File: config.mk
export PLATFORM = sky130hd
export DESIGN_NAME = alarm_out_ctl
export DESIGN_NICKNAME = d
export VERILOG_FILES = /design/src/rtl/alm_pkg.sv /design/src/rtl/alm_rpt_decode.sv /design/src/rtl/alm_match.sv /design/src/rtl/alm_irq_fsm.sv /design/src/rtl/sqw_divider.sv /design/src/rtl/alarm_out_ctl.sv
export SDC_FILE = /design/constraint.sdc
export NUM_CORES = 1
export LEC_CHECK = 0
export BUFFER_PORTS_ARGS = -buffer_cell sky130_fd_sc_hd__buf_2
export CAP_MARGIN = 20
export CORE_UTILIZATION = 39
export CTS_CLUSTER_SIZE = 20
export DETAILED_ROUTE_END_ITERATION = 12
export PLACE_DENSITY_LB_ADDON = 0.05
export SYNTH_ARGS = -nofsm -noshare
export SYNTH_HDL_FRONTEND = slang
export SYNTH_HIERARCHICAL = 1
export SYNTH_SLANG_ARGS = --single-unit
File: constraint.sdc
create_clock -name clk -period 2 [get_ports clk]
set_input_delay 0.4 -clock clk [delete_from_list [all_inputs] [get_ports clk]]
set_output_delay 0.4 -clock clk [all_outputs]
set_load 0.1 [all_outputs]
File: src/rtl/alm_pkg.sv
`timescale 1ns/1ps
package alm_pkg;
    localparam int SEC_W      = 7;
    localparam int MIN_W      = 7;
    localparam int HOUR_W     = 6;
    localparam int DATE_W     = 6;
    localparam int MON_W      = 5;
    localparam int FIELD_W    = 7;
    localparam int NUM_FIELDS = 5;
    localparam int RPT_W      = 5;
    localparam int RATE_W     = 4;

    typedef enum logic [2:0] {
        RPT_EVERY_SEC   = 3'd0,
        RPT_EVERY_MIN   = 3'd1,
        RPT_EVERY_HOUR  = 3'd2,
        RPT_EVERY_DAY   = 3'd3,
        RPT_EVERY_MONTH = 3'd4,
        RPT_EVERY_YEAR  = 3'd5
    } rpt_mode_e;

    typedef enum logic [1:0] {
        IRQ_QUIET  = 2'd0,
        IRQ_HELD   = 2'd1,
        IRQ_RAISED = 2'd2
    } irq_state_e;

    typedef enum logic [1:0] {
        PIN_STATIC = 2'd0,
        PIN_ALARM  = 2'd1,
        PIN_WAVE   = 2'd2
    } pin_mode_e;
endpackage

File: src/rtl/alm_rpt_decode.sv
`timescale 1ns/1ps
module alm_rpt_decode
    import alm_pkg::*;
(
    input  logic [RPT_W-1:0] rpt_bits,
    output rpt_mode_e        mode
);
    always_comb begin
        unique case (rpt_bits)
            5'b11111: mode = RPT_EVERY_SEC;
            5'b11110: mode = RPT_EVERY_MIN;
            5'b11100: mode = RPT_EVERY_HOUR;
            5'b11000: mode = RPT_EVERY_DAY;
            5'b10000: mode = RPT_EVERY_MONTH;
            5'b00000: mode = RPT_EVERY_YEAR;
            default:  mode = RPT_EVERY_SEC;  // unlisted codes fall back
        endcase
    end
endmodule

File: src/rtl/alm_match.sv
`timescale 1ns/1ps
module alm_match
    import alm_pkg::*;
(
    input  rpt_mode_e                      mode,
    input  logic [NUM_FIELDS*FIELD_W-1:0]  now_vec,
    input  logic [NUM_FIELDS*FIELD_W-1:0]  alm_vec,
    output logic                           fields_ok
);
    logic [NUM_FIELDS-1:0] ok;

    // Field i (0 = seconds ... 4 = month) joins the compare when the mode scope exceeds i
    for (genvar i = 0; i < NUM_FIELDS; i++) begin : g_field
        logic needed;
        logic equal;
        assign needed = (int'(mode) > i);
        assign equal  = (now_vec[i*FIELD_W +: FIELD_W] == alm_vec[i*FIELD_W +: FIELD_W]);
        assign ok[i]  = !needed || equal;
    end

    assign fields_ok = &ok;
endmodule

File: src/rtl/alm_irq_fsm.sv
`timescale 1ns/1ps
module alm_irq_fsm
    import alm_pkg::*;
(
    input  logic clk,
    input  logic rst_n,
    input  logic hit,
    input  logic at_flag,
    input  logic flags_rd,
    output logic flag_set
);
    irq_state_e state_q;
    irq_state_e state_d;

    always_ff @(posedge clk or negedge rst_n) begin
        if (!rst_n) begin
            state_q <= IRQ_QUIET;
        end else begin
            state_q <= state_d;
        end
    end

    always_comb begin
        state_d = state_q;
        unique case (state_q)
            IRQ_QUIET: begin
                if (hit) begin
                    state_d = at_flag ? IRQ_HELD : IRQ_RAISED;
                end
            end
            IRQ_HELD: begin
                if (!at_flag) begin
                    state_d = IRQ_RAISED;
                end
            end
            IRQ_RAISED: begin
                // a fresh match outranks a simultaneous read
                if (flags_rd && !hit) begin
                    state_d = IRQ_QUIET;
                end
            end
            default: state_d = IRQ_QUIET;
        endcase
    end

    always_comb begin
        flag_set = (state_q == IRQ_RAISED);
    end
endmodule

File: src/rtl/sqw_divider.sv
`timescale 1ns/1ps
module sqw_divider
    import alm_pkg::*;
#(
    parameter int DIV_W = 16
) (
    input  logic              clk,
    input  logic              rst_n,
    input  logic              tick,
    input  logic              stop,
    input  logic [RATE_W-1:0] rate_sel,
    input  logic              f32_en,
    output logic              wave_low,
    output logic              f32_low
);
    localparam int TAP_W = $clog2(DIV_W);

    logic [DIV_W-1:0] cnt_q;
    logic [TAP_W-1:0] tap;

    always_ff @(posedge clk or negedge rst_n) begin
        if (!rst_n) begin
            cnt_q <= '0;
        end else if (tick && !stop) begin
            cnt_q <= cnt_q + 1'b1;
        end
    end

    // code 1 takes stage 0, code n >= 2 takes stage n
    always_comb begin
        tap = (rate_sel == RATE_W'(1)) ? '0 : TAP_W'(rate_sel);
    end

    assign wave_low = (rate_sel != '0) && !cnt_q[tap];
    assign f32_low  = f32_en && !stop && !cnt_q[0];
endmodule

File: src/rtl/alarm_out_ctl.sv
`timescale 1ns/1ps
module alarm_out_ctl
    import alm_pkg::*;
#(
    parameter int          PTR_W     = 8,
    parameter logic [7:0]  FLAG_ADDR = 8'h0F,
    parameter int          DIV_W     = 16
) (
    input  logic              clk,
    input  logic              rst_n,
    input  logic              osc_half_tick,
    input  logic              time_upd,
    input  logic [SEC_W-1:0]  tm_sec,
    input  logic [MIN_W-1:0]  tm_min,
    input  logic [HOUR_W-1:0] tm_hour,
    input  logic [DATE_W-1:0] tm_date,
    input  logic [MON_W-1:0]  tm_month,
    input  logic [SEC_W-1:0]  al_sec,
    input  logic [MIN_W-1:0]  al_min,
    input  logic [HOUR_W-1:0] al_hour,
    input  logic [DATE_W-1:0] al_date,
    input  logic [MON_W-1:0]  al_month,
    input  logic [RPT_W-1:0]  rpt_bits,
    input  logic              alm_en,
    input  logic              sqw_en,
    input  logic [RATE_W-1:0] rate_sel,
    input  logic              out_level,
    input  logic              f32_en,
    input  logic              osc_stop,
    input  logic              flags_rd,
    input  logic [PTR_W-1:0]  reg_ptr,
    output logic              alarm_flag,
    output logic              mfp_pull_low,
    output logic              f32_pull_low
);
    localparam int VEC_W = NUM_FIELDS * FIELD_W;

    rpt_mode_e        mode;
    logic [VEC_W-1:0] now_vec;
    logic [VEC_W-1:0] alm_vec;
    logic             fields_ok;
    logic             hit;
    logic             at_flag;
    logic             wave_low;
    pin_mode_e        pin_mode;

    assign now_vec = {FIELD_W'(tm_month), FIELD_W'(tm_date), FIELD_W'(tm_hour),
                      FIELD_W'(tm_min), FIELD_W'(tm_sec)};
    assign alm_vec = {FIELD_W'(al_month), FIELD_W'(al_date), FIELD_W'(al_hour),
                      FIELD_W'(al_min), FIELD_W'(al_sec)};

    alm_rpt_decode u_dec (
        .rpt_bits (rpt_bits),
        .mode     (mode)
    );

    alm_match u_match (
        .mode      (mode),
        .now_vec   (now_vec),
        .alm_vec   (alm_vec),
        .fields_ok (fields_ok)
    );

    assign hit     = time_upd && fields_ok;
    assign at_flag = (reg_ptr == PTR_W'(FLAG_ADDR));

    alm_irq_fsm u_fsm (
        .clk      (clk),
        .rst_n    (rst_n),
        .hit      (hit),
        .at_flag  (at_flag),
        .flags_rd (flags_rd),
        .flag_set (alarm_flag)
    );

    sqw_divider #(.DIV_W(DIV_W)) u_div (
        .clk      (clk),
        .rst_n    (rst_n),
        .tick     (osc_half_tick),
        .stop     (osc_stop),
        .rate_sel (rate_sel),
        .f32_en   (f32_en),
        .wave_low (wave_low),
        .f32_low  (f32_pull_low)
    );

    always_comb begin
        if (sqw_en) begin
            pin_mode = PIN_WAVE;
        end else if (alm_en) begin
            pin_mode = PIN_ALARM;
        end else begin
            pin_mode = PIN_STATIC;
        end
    end

    always_comb begin
        unique case (pin_mode)
            PIN_WAVE:   mfp_pull_low = wave_low;
            PIN_ALARM:  mfp_pull_low = alarm_flag;
            PIN_STATIC: mfp_pull_low = !out_level;
            default:    mfp_pull_low = 1'b0;
        endcase
    end
endmodule

---- Yosys cells after proc, flatten, opt, wreduce, memory -nomap -nowiden ----
Cells that the tools add are included.
operators by class
  add/subtract/negate cells ............... 1
  $mul .................................... 0
  divide/modulo/power cells ............... 0
  magnitude comparators ................... 6
  eq/ne operators ......................... 18
  shifts and indexed selects .............. 0
  multiplexer cells ....................... 12
  bitwise logic cells ..................... 0
  reductions and logical operators ........ 27
operator list
  kind                   number
  $eq 5x5->1 const B     4
  $add 16x1->16 const B  1
  $pmux 3 s5             1
  $eq 7x7->1             2
  $eq 6x6->1             2
  $logic_not 1->1        10
  $mux 2                 5
  $eq 8x4->1 const B     1
  $gt 3x1->1 const B     2
  $gt 3x2->1 const B     2
  $logic_and 1x1->1      6
  $pmux 2 s3             1
  $eq 5x5->1             1
  $logic_not 5->1        1
  $logic_or 1x1->1       5
  $lt 4x5->1 const B     1
  $reduce_and 5->1       1
  $bmux 1 s4             1
  $eq 2x1->1 const B     2
  $eq 2x2->1 const B     2
  $eq 4x1->1 const B     1
  $logic_not 2->1        2
  $mux 4                 1
  $ne 2x1->1 const B     2
  6 further kinds        7
word-level totals
  flip-flop bits (word level) ............. 18
  latch bits .............................. 0
  memory bits (writable) .................. 0
  bits in read-only memories .............. 0
  output and inout port bits .............. 3
  logic and storage cells ................. 66
  memories kept ........................... 0

---- Logic depth before layout (Yosys ltp) ----
Gate-level depths: netlist of run 1.
  depth after elaboration ................. 11
  mapped depth ............................ 8

---- Cells and area by module ----
Netlist of run 1, hierarchy kept.
modules (own cells, without submodules)
  module          times used  cells an instance  area each (µm²)
  sqw_divider     1           74                 842.1
  alm_match       1           53                 426.7
  alm_irq_fsm     1           8                  97.6
  alarm_out_ctl   1           9                  52.6
  alm_rpt_decode  1           7                  47.5

---- Worst setup path before layout of run 1 ----
OpenSTA, ideal clock, no wires.
  path type ............................... reg-to-output
  from .................................... reg u_div.cnt_q[0]
  to ...................................... out f32_pull_low
  arrival ................................. 2.656 ns
  required time ........................... 1.600 ns
  setup slack ............................. -1.056 ns
  stages on the path, launching flop included .. 2
  path buffers ............................ 0
  cells stage by stage .................... dfrtp_1 -> nor3b_1
between the ends
  longest elaborated chain between the ends .. 2
ends and longest elaborated chain
  what                    RTL line             RTL
  from (decl)             sqw_divider.sv:18    logic [DIV_W-1:0] cnt_q;
  from (signal assigned)  sqw_divider.sv:25    cnt_q <= cnt_q + 1'b1;
  $logic_not 1->1         sqw_divider.sv:35    assign f32_low = f32_en && !stop && !cnt_q[0];
  $logic_and 1x1->1       sqw_divider.sv:35
  to (decl)               alarm_out_ctl.sv:34  output logic f32_pull_low
No other way between the ends.

---- Final worst setup path of run 1 ----
  from .................................... reg u_div.cnt_q[6]
  to ...................................... out mfp_pull_low
between the ends
  longest elaborated chain between the ends .. 5
ends and longest elaborated chain
  what                          RTL line             RTL
  $bmux 1 s4                    sqw_divider.sv:34    assign wave_low = (rate_sel != '0) && !cnt_q[tap];
  $mux 1 (not written as such)  sqw_divider.sv:34
  $logic_not 1->1               sqw_divider.sv:34
  $logic_and 1x1->1             sqw_divider.sv:34
  via wave_low                  alarm_out_ctl.sv:44  logic wave_low;
  $pmux 1 s3                    alarm_out_ctl.sv:98  unique case (pin_mode)
  to (decl)                     alarm_out_ctl.sv:33  output logic mfp_pull_low,
The timed path passes the listed nets, and every way through them passes these cells. The select of a mux whose other input is x is not followed.

==> results of run 1 <==
==> worst paths after layout <==
kind | endpoint | slack [ns] | start
worst max-delay path | mfp_pull_low | -0.30 | u_div/cnt_q[6]$_DFFE_PN0P_
worst min-delay path | u_div/cnt_q[1]$_DFFE_PN0P_ | 0.07 | rst_n
worst max register to register | u_div/cnt_q[10]$_DFFE_PN0P_ | 0.48 | u_div/cnt_q[0]$_DFFE_PN0P_
worst min register to register | u_fsm/state_q[0]$_DFFE_PN0P_ | 0.46 | u_fsm/state_q[1]$_DFFE_PN0P_
max in group asynchronous | u_div/cnt_q[7]$_DFFE_PN0P_ | 1.64 | rst_n
min in group clk | u_fsm/state_q[1]$_DFFE_PN0P_ | 0.43 | flags_rd
==> power groups by stage <==
stage	Sequential [W]	Combinational, W	Clock (W)
after CTS	0.000481	0.000566	0.000259
final	0.000481	0.000559	0.000246
after global placement	0.000487	0.000556	0
after floorplan	0.000491	0.000329	0
after global routing	0.000491	0.000614	0.000272
after detailed placement	0.000488	0.000564	0
==> synthesized netlist by cell type, types with 2 or more instances <==
cell type,number
mux2i_1,2
nor4_1,4
nor3b_1,2
nor2_1,10
dfrtp_1,18
nand4_1,9
xnor2_1,30
nand2b_1,2
xor2_1,21
a21oi_1,2
nor3_1,4
and2_1,2
nand2_1,9
nand3_1,6
mux2_1,2
and3_1,2
==> kinds of logic (layout without fill, tap and decap cells) <==
group / Yosys count / count (layout)
adder cells (fa/ha/maj): 1 / 1
buffers and inverters: 2 / 108
other: 1 / 8
multiplexers: 6 / 6
flip-flops: 18 / 18
XOR/XNOR: 51 / 51
AND/OR/NAND/NOR: 61 / 61
AO/OA/AOI/OAI: 11 / 11
==> layout make-up <==
cell class              instances  area [um^2]  share of cell area (%)
clock buffers                   3         41.3                    1.90
inverters                       1         3.75                   0.173
multi-input cells             138         1050                    48.4
flip-flops and latches         18          450                    20.7
well taps                      46         57.6                    2.65
repair buffers                104          568                    26.1
==> metrics by stage <==
| step | setup WS [ns] | std cells | hold WS, ns |
|---|---|---|---|
| final | -0.300 | 310 | 0.0716 |
| after global routing | -0.381 | 310 | 0.102 |
| after CTS | -0.329 | 310 | 0.0920 |
| after detailed placement | -0.274 | 307 | 0.363 |
| after global placement | -0.282 | 307 | 0.362 |
| after floorplan | -0.157 | 158 | 0.104 |
==> state kept, by name (all words and copies together), names as in the netlist <==
name and cells:
u_fsm/state_q 2, u_div/cnt_q 16
==> per-layer routing <==
layer | wire length (um) | GRT usage [%]
met1 | 1330 | 19.8
met2 | 1680 | 31.0
met3 | 219 | 2.54
met4 | 23 | 4.26
met5 | 0 | 0
==> out/metrics.csv, run 1 <==
metric,value,unit
Crit Path Max Fanout,2,
H-Tree Level Count,1,
main combinational cell family by area after synthesis,XOR/XNOR gates,
Seq pwr share,37.4,%
CP Launch Type,flop,
Reg2Reg Depth,6,
Total GRT Usage,16.7,%
headroom to the max-slew limit,65.8,%
layout cells sized above 1,43.6,%
Worst VDD drop,0.233,mV
I/O Buffers,91,
pin count of the biggest net entering global routing,19,
Final Max Tran Viols,0,
mux cell area share after synthesis,6.23,%
clock share of power,19.1,%
Setup Buffers After CTS,0,
Ys Warns,6,
"Core Util, Final",62.7,%
maximum clock frequency,435,MHz
worst hold path class,input port to async pin,
P_sw,0.000450,W
cell accounting for the most synthesized area,dfrtp_1,
Bufs on Longest Clock Path,2,
Final setup viols,1,
Setup TNS,-0.300,ns
post-synthesis xor/xnor area fraction,30.5,%
Die W,63.3,um
cts hold-fix bufs,0,
Worst path top cell family by delay,compound AO/OA/AOI/OAI gates,
Synth area leaders,"dfrtp_1, xnor2_1, xor2_1, nand4_1, nor2_1",
Mapped Cells,151,
#FFs+latches synth,18,
status,"finished, violations left",
critical path required time,1.60,ns
dpl hpwl,2.85,mm
placed cell area,2130,um^2
Critical Path End Type,primary output,
instance count on the critical path,6,
"most common cell after layout, fill and taps aside",buf_2,
post-synthesis adder-cell area fraction,0.853,%
Mean Syn Cell Area,9.71,um^2
most frequent cells in the layout,"buf_2, xnor2_1, xor2_1",
DR vias/cell,4.79,
clk sinks,18,
Die Ht,63.3,um
ant diodes,0,
clk_skew,0.00444,ns
Worst path slowest cell,mux4_2,
Comb pwr share,43.5,%
Yosys top cell area share,30.7,%
Routed Antenna Nets,0,
Routed WL,3.26,mm
"Clk Latency, worst-skew pair",0.25,ns
Synth Area in Simple Gates,24.1,%
Cell Pwr Density,591,nW/um^2
sw frac,35.0,%
Routability Congestion,0.711,
distinct cell type count after synthesis,42,
total number of vias,1486,
final instance area,2170,um^2
crit path time final,2.30,ns
Static Leak,1.08,nW
Final Cycle Share,115,%
core area,3470,um^2
FP Rows,21,
io pins,92,
Routed wire per std cell,10.5,um
Area Growth Syn to Fin,48.3,%
CTS tree,yes,
Int Power,0.000835,W
Worst-path clk slew,0.07,ns
initial antenna violation count,0,
# DRC,0,
cts bufs inserted,3,
fill count,338,
Post-synth EDFFs,0,
post-cts resize count,0,
drt first pass iters,4,
Synth Area in Compound Gates,6.40,%
Layout Nets,356,
Max stage delay on crit path,0.47,ns
mapped cell area,1470,um^2
Setup WS post-layout,-0.300,ns
first-pass GRT wire length,5.40,mm
clk root buf,clkbuf_8,
DR iter-0 viols,36,
maximum capacitance violations,0,
total power,0.00129,W
initial core utilization,42.3,%
RSZ-0062 raised after global routing,true,
Synth Flop Type,dfrtp_1,
vias in the first global route,1352,
sequential-to-total area share from yosys stat,30.7,%
arrival time at the worst endpoint,1.90,ns
grt ovf,0,
failing checks,setup timing,
Worst Tran Pin Value,0.511,ns
share of flip-flops with an asynchronous set or reset,100,%
Fin. Hold Viols,0,
critical path class,flop to primary output,
CP cell instances,"mux4_2, a221oi_2, a31o_1, nand2b_4, o31a_4, buf_12",
WP buf/inv,1,
die area,4010,um^2
(Power assumes the default switching activity.)
==> run 2: changes to the inputs <==
--- a/config.mk
+++ b/config.mk
@@ -7,7 +7,7 @@
 export LEC_CHECK = 0
 export BUFFER_PORTS_ARGS = -buffer_cell sky130_fd_sc_hd__buf_2
 export CAP_MARGIN = 20
-export CORE_UTILIZATION = 39
+export CORE_UTILIZATION = 43
 export CTS_CLUSTER_SIZE = 20
 export DETAILED_ROUTE_END_ITERATION = 12
 export PLACE_DENSITY_LB_ADDON = 0.05
==> constraint.sdc (replaced) <==
create_clock -name clk -period 2.6 [get_ports clk]
set_input_delay 0.52 -clock clk [delete_from_list [all_inputs] [get_ports clk]]
set_output_delay 0.52 -clock clk [all_outputs]
set_load 0.1 [all_outputs]
==> run 2 against run 1 <==
The run now ends clean. Flip-flop and latch count unchanged. Cell count decreased by 3.2%. Sequential power decreased by 20%. Die area decreased by 9.0%. Clock power decreased by 30%. Power decreased by 27%. Global-route usage increased by 1.3 points. Register-to-register slack improved by 0.61 ns. Design area decreased by 4.4%. Hold slack improved by 0.063 ns. Utilization increased by 3.3 points. Critical endpoint unchanged. Largest cell class unchanged.
==> out/metrics.csv, run 2 (synthesized netlist as in run 1, its figures left out) <==
metric,value,unit,change
grt ovf,0,,unchanged
RSZ-0062 raised after global routing,true,,unchanged
layout cells sized above 1,41.4,%,was 43.6%
Crit Path Max Fanout,2,,unchanged
worst hold path class,input port to async pin,,unchanged
core area,3150,um^2,was 3470 um^2
I/O Buffers,91,,unchanged
die area,3650,um^2,was 4010 um^2
Static Leak,1.02,nW,was 1.08 nW
Routability Congestion,0.683,,was 0.711
H-Tree Level Count,1,,unchanged
"Clk Latency, worst-skew pair",0.29,ns,was 0.25 ns
max FFs per register,16,,unchanged
headroom to the max-slew limit,65.6,%,was 65.8%
Worst path top cell family by delay,compound AO/OA/AOI/OAI gates,,unchanged
clk_skew,0.00322,ns,was 0.00444 ns
CTS tree,yes,,unchanged
clk sinks,18,,unchanged
Total GRT Usage,18.0,%,was 16.7%
Layout Nets,347,,was 356
worst hold slack,0.135,ns,was 0.0716 ns
"non-filler cells, final",300,,was 310
Worst path slowest cell,mux4_2,,unchanged
maximum clock frequency,390,MHz,
cts hold-fix bufs,0,,unchanged
io pins,92,,unchanged
cts bufs inserted,3,,unchanged
Routed WL,3.10,mm,was 3.26 mm
arrival time at the worst endpoint,2.04,ns,was 1.90 ns
Worst Tran Pin Value,0.511,ns,about the same
ant diodes,0,,unchanged
Routed Antenna Nets,0,,unchanged
total number of vias,1444,,"was 1,486"
dpl hpwl,2.69,mm,was 2.85 mm
critical path class,flop to primary output,,unchanged
DR vias/cell,4.81,,was 4.79
critical path required time,2.08,ns,was 1.60 ns
Final Max Tran Viols,0,,unchanged
first-pass GRT wire length,5.04,mm,was 5.40 mm
Routed wire per std cell,10.3,um,was 10.5 um
Area Growth Syn to Fin,41.8,%,was 48.3%
Placed Instances,293,,was 307
pin count of the biggest net entering global routing,19,,unchanged
final instance area,2080,um^2,was 2170 um^2
Worst VDD drop,0.390,mV,was 0.233 mV
maximum capacitance violations,0,,unchanged
Top reg by flops,u_div/cnt_q,,unchanged
drt first pass iters,4,,unchanged
WP buf/inv,1,,unchanged
pre-CTS setup slack,0.0466,ns,was -0.274 ns
Top Registers,"u_div/cnt_q (16), u_fsm/state_q (2)",,unchanged
Final setup viols,0,,was 1
placed cell area,2020,um^2,was 2130 um^2
# DRC,0,,unchanged
initial antenna violation count,0,,unchanged
Fin. Hold Viols,0,,unchanged
post-cts resize count,0,,unchanged
Bufs on Longest Clock Path,2,,unchanged
"most common cell after layout, fill and taps aside",buf_2,,unchanged
FP Rows,20,,was 21
Worst-path clk slew,0.10,ns,was 0.07 ns
Max stage delay on crit path,0.50,ns,was 0.47 ns
Cell Pwr Density,449,nW/um^2,was 591 nW/um^2
Final Cycle Share,98.6,%,
clk root buf,clkbuf_4,,was clkbuf_8
status,"complete, no violations",,"was finished, violations left"
DR iter-0 viols,23,,was 36
vias in the first global route,1298,,"was 1,352"
Critical Path End Type,primary output,,unchanged
initial core utilization,46.5,%,was 42.3%
most frequent cells in the layout,"buf_2, xnor2_1, xor2_1",,unchanged
crit path time final,2.56,ns,
CP cell instances,"mux4_2, a221oi_2, a31o_1, nand2b_1, o31a_2, buf_12",,"was mux4_2, a221oi_2, a31o_1, nand2b_4, o31a_4, buf_12"
CP Launch Type,flop,,unchanged
Die W,60.4,um,was 63.3 um
Setup WS post-layout,0.0351,ns,was -0.300 ns
Die Ht,60.4,um,was 63.3 um
[run 2: cell count changes in the layout (fill, tap and decap cells not counted), sizes merged]
cell / change
buf: -9
clkbuf: +1
[run 2: final timing paths]
| check | from | end | slack, ns | cells past startpoint |
|---|---|---|---|---|
| min in group clk | u_fsm/state_q[1]$_DFFE_PN0P_ | u_fsm/state_q[0]$_DFFE_PN0P_ | 0.45 | 1 |
| hold / removal | rst_n | u_div/cnt_q[1]$_DFFE_PN0P_ | 0.13 | 1 |
| setup reg to reg | u_div/cnt_q[0]$_DFFE_PN0P_ | u_div/cnt_q[10]$_DFFE_PN0P_ | 1.09 | 5 |
| hold reg to reg | u_fsm/state_q[1]$_DFFE_PN0P_ | u_fsm/state_q[0]$_DFFE_PN0P_ | 0.45 | 1 |
| setup / recovery | u_div/cnt_q[7]$_DFFE_PN0P_ | mfp_pull_low | 0.04 | 6 |
| max in group asynchronous | rst_n | u_div/cnt_q[13]$_DFFE_PN0P_ | 2.18 | 1 |
[run 2: power breakdown]
part / leakage, nW / switching, W / internal, W / total (W)
clock network: 0.0210 / 0.0000866 / 0.0000853 / 0.000172
logic: 0.757 / 0.000196 / 0.000182 / 0.000378
registers: 0.240 / 0.0000568 / 0.000327 / 0.000384
[run 2: repair_timing]
| item | in CTS | in global routing |
|---|---|---|
| setup endpoints to repair | 1 | 1 |
| pin swaps | 1 | 0 |
| buffers inserted | 2 | 1 |
| endpoints found under the hold margin | 0 | 0 |
[run 2: metrics by stage]
| step | util [%] | setup TNS (ns) | total power (W) |
|---|---|---|---|
| 2_1_floorplan | - | 0 | 0.000621 |
| 6_report | 66.0 | 0 | 0.000934 |
| 3_5_place_dp | 64.1 | 0 | 0.000757 |
| 3_3_place_gp | 64.1 | 0 | 0.000751 |
| 4_1_cts | 65.7 | 0 | 0.000940 |
| 5_1_grt | 66.0 | -0.0619 | 0.00100 |
[run 2: cell type report]
type,count,area [um^2]
tap,44,55.1
fill,325,1070
sequential,18,450
timing repair buffer,95,500
inverter,1,3.75
clock buffer,4,36.3
multi-input combinational,138,1030
[run 2: layer usage]
metal | share of wire [%] | up-vias | global-route usage [%]
li1 | - | 742 | -
met3 | 5.7 | 0 | 4.90
met4 | 0 | 0 | 2.33
met2 | 53 | 48 | 34.5
met5 | 0 | - | 0
met1 | 42 | 654 | 20.2
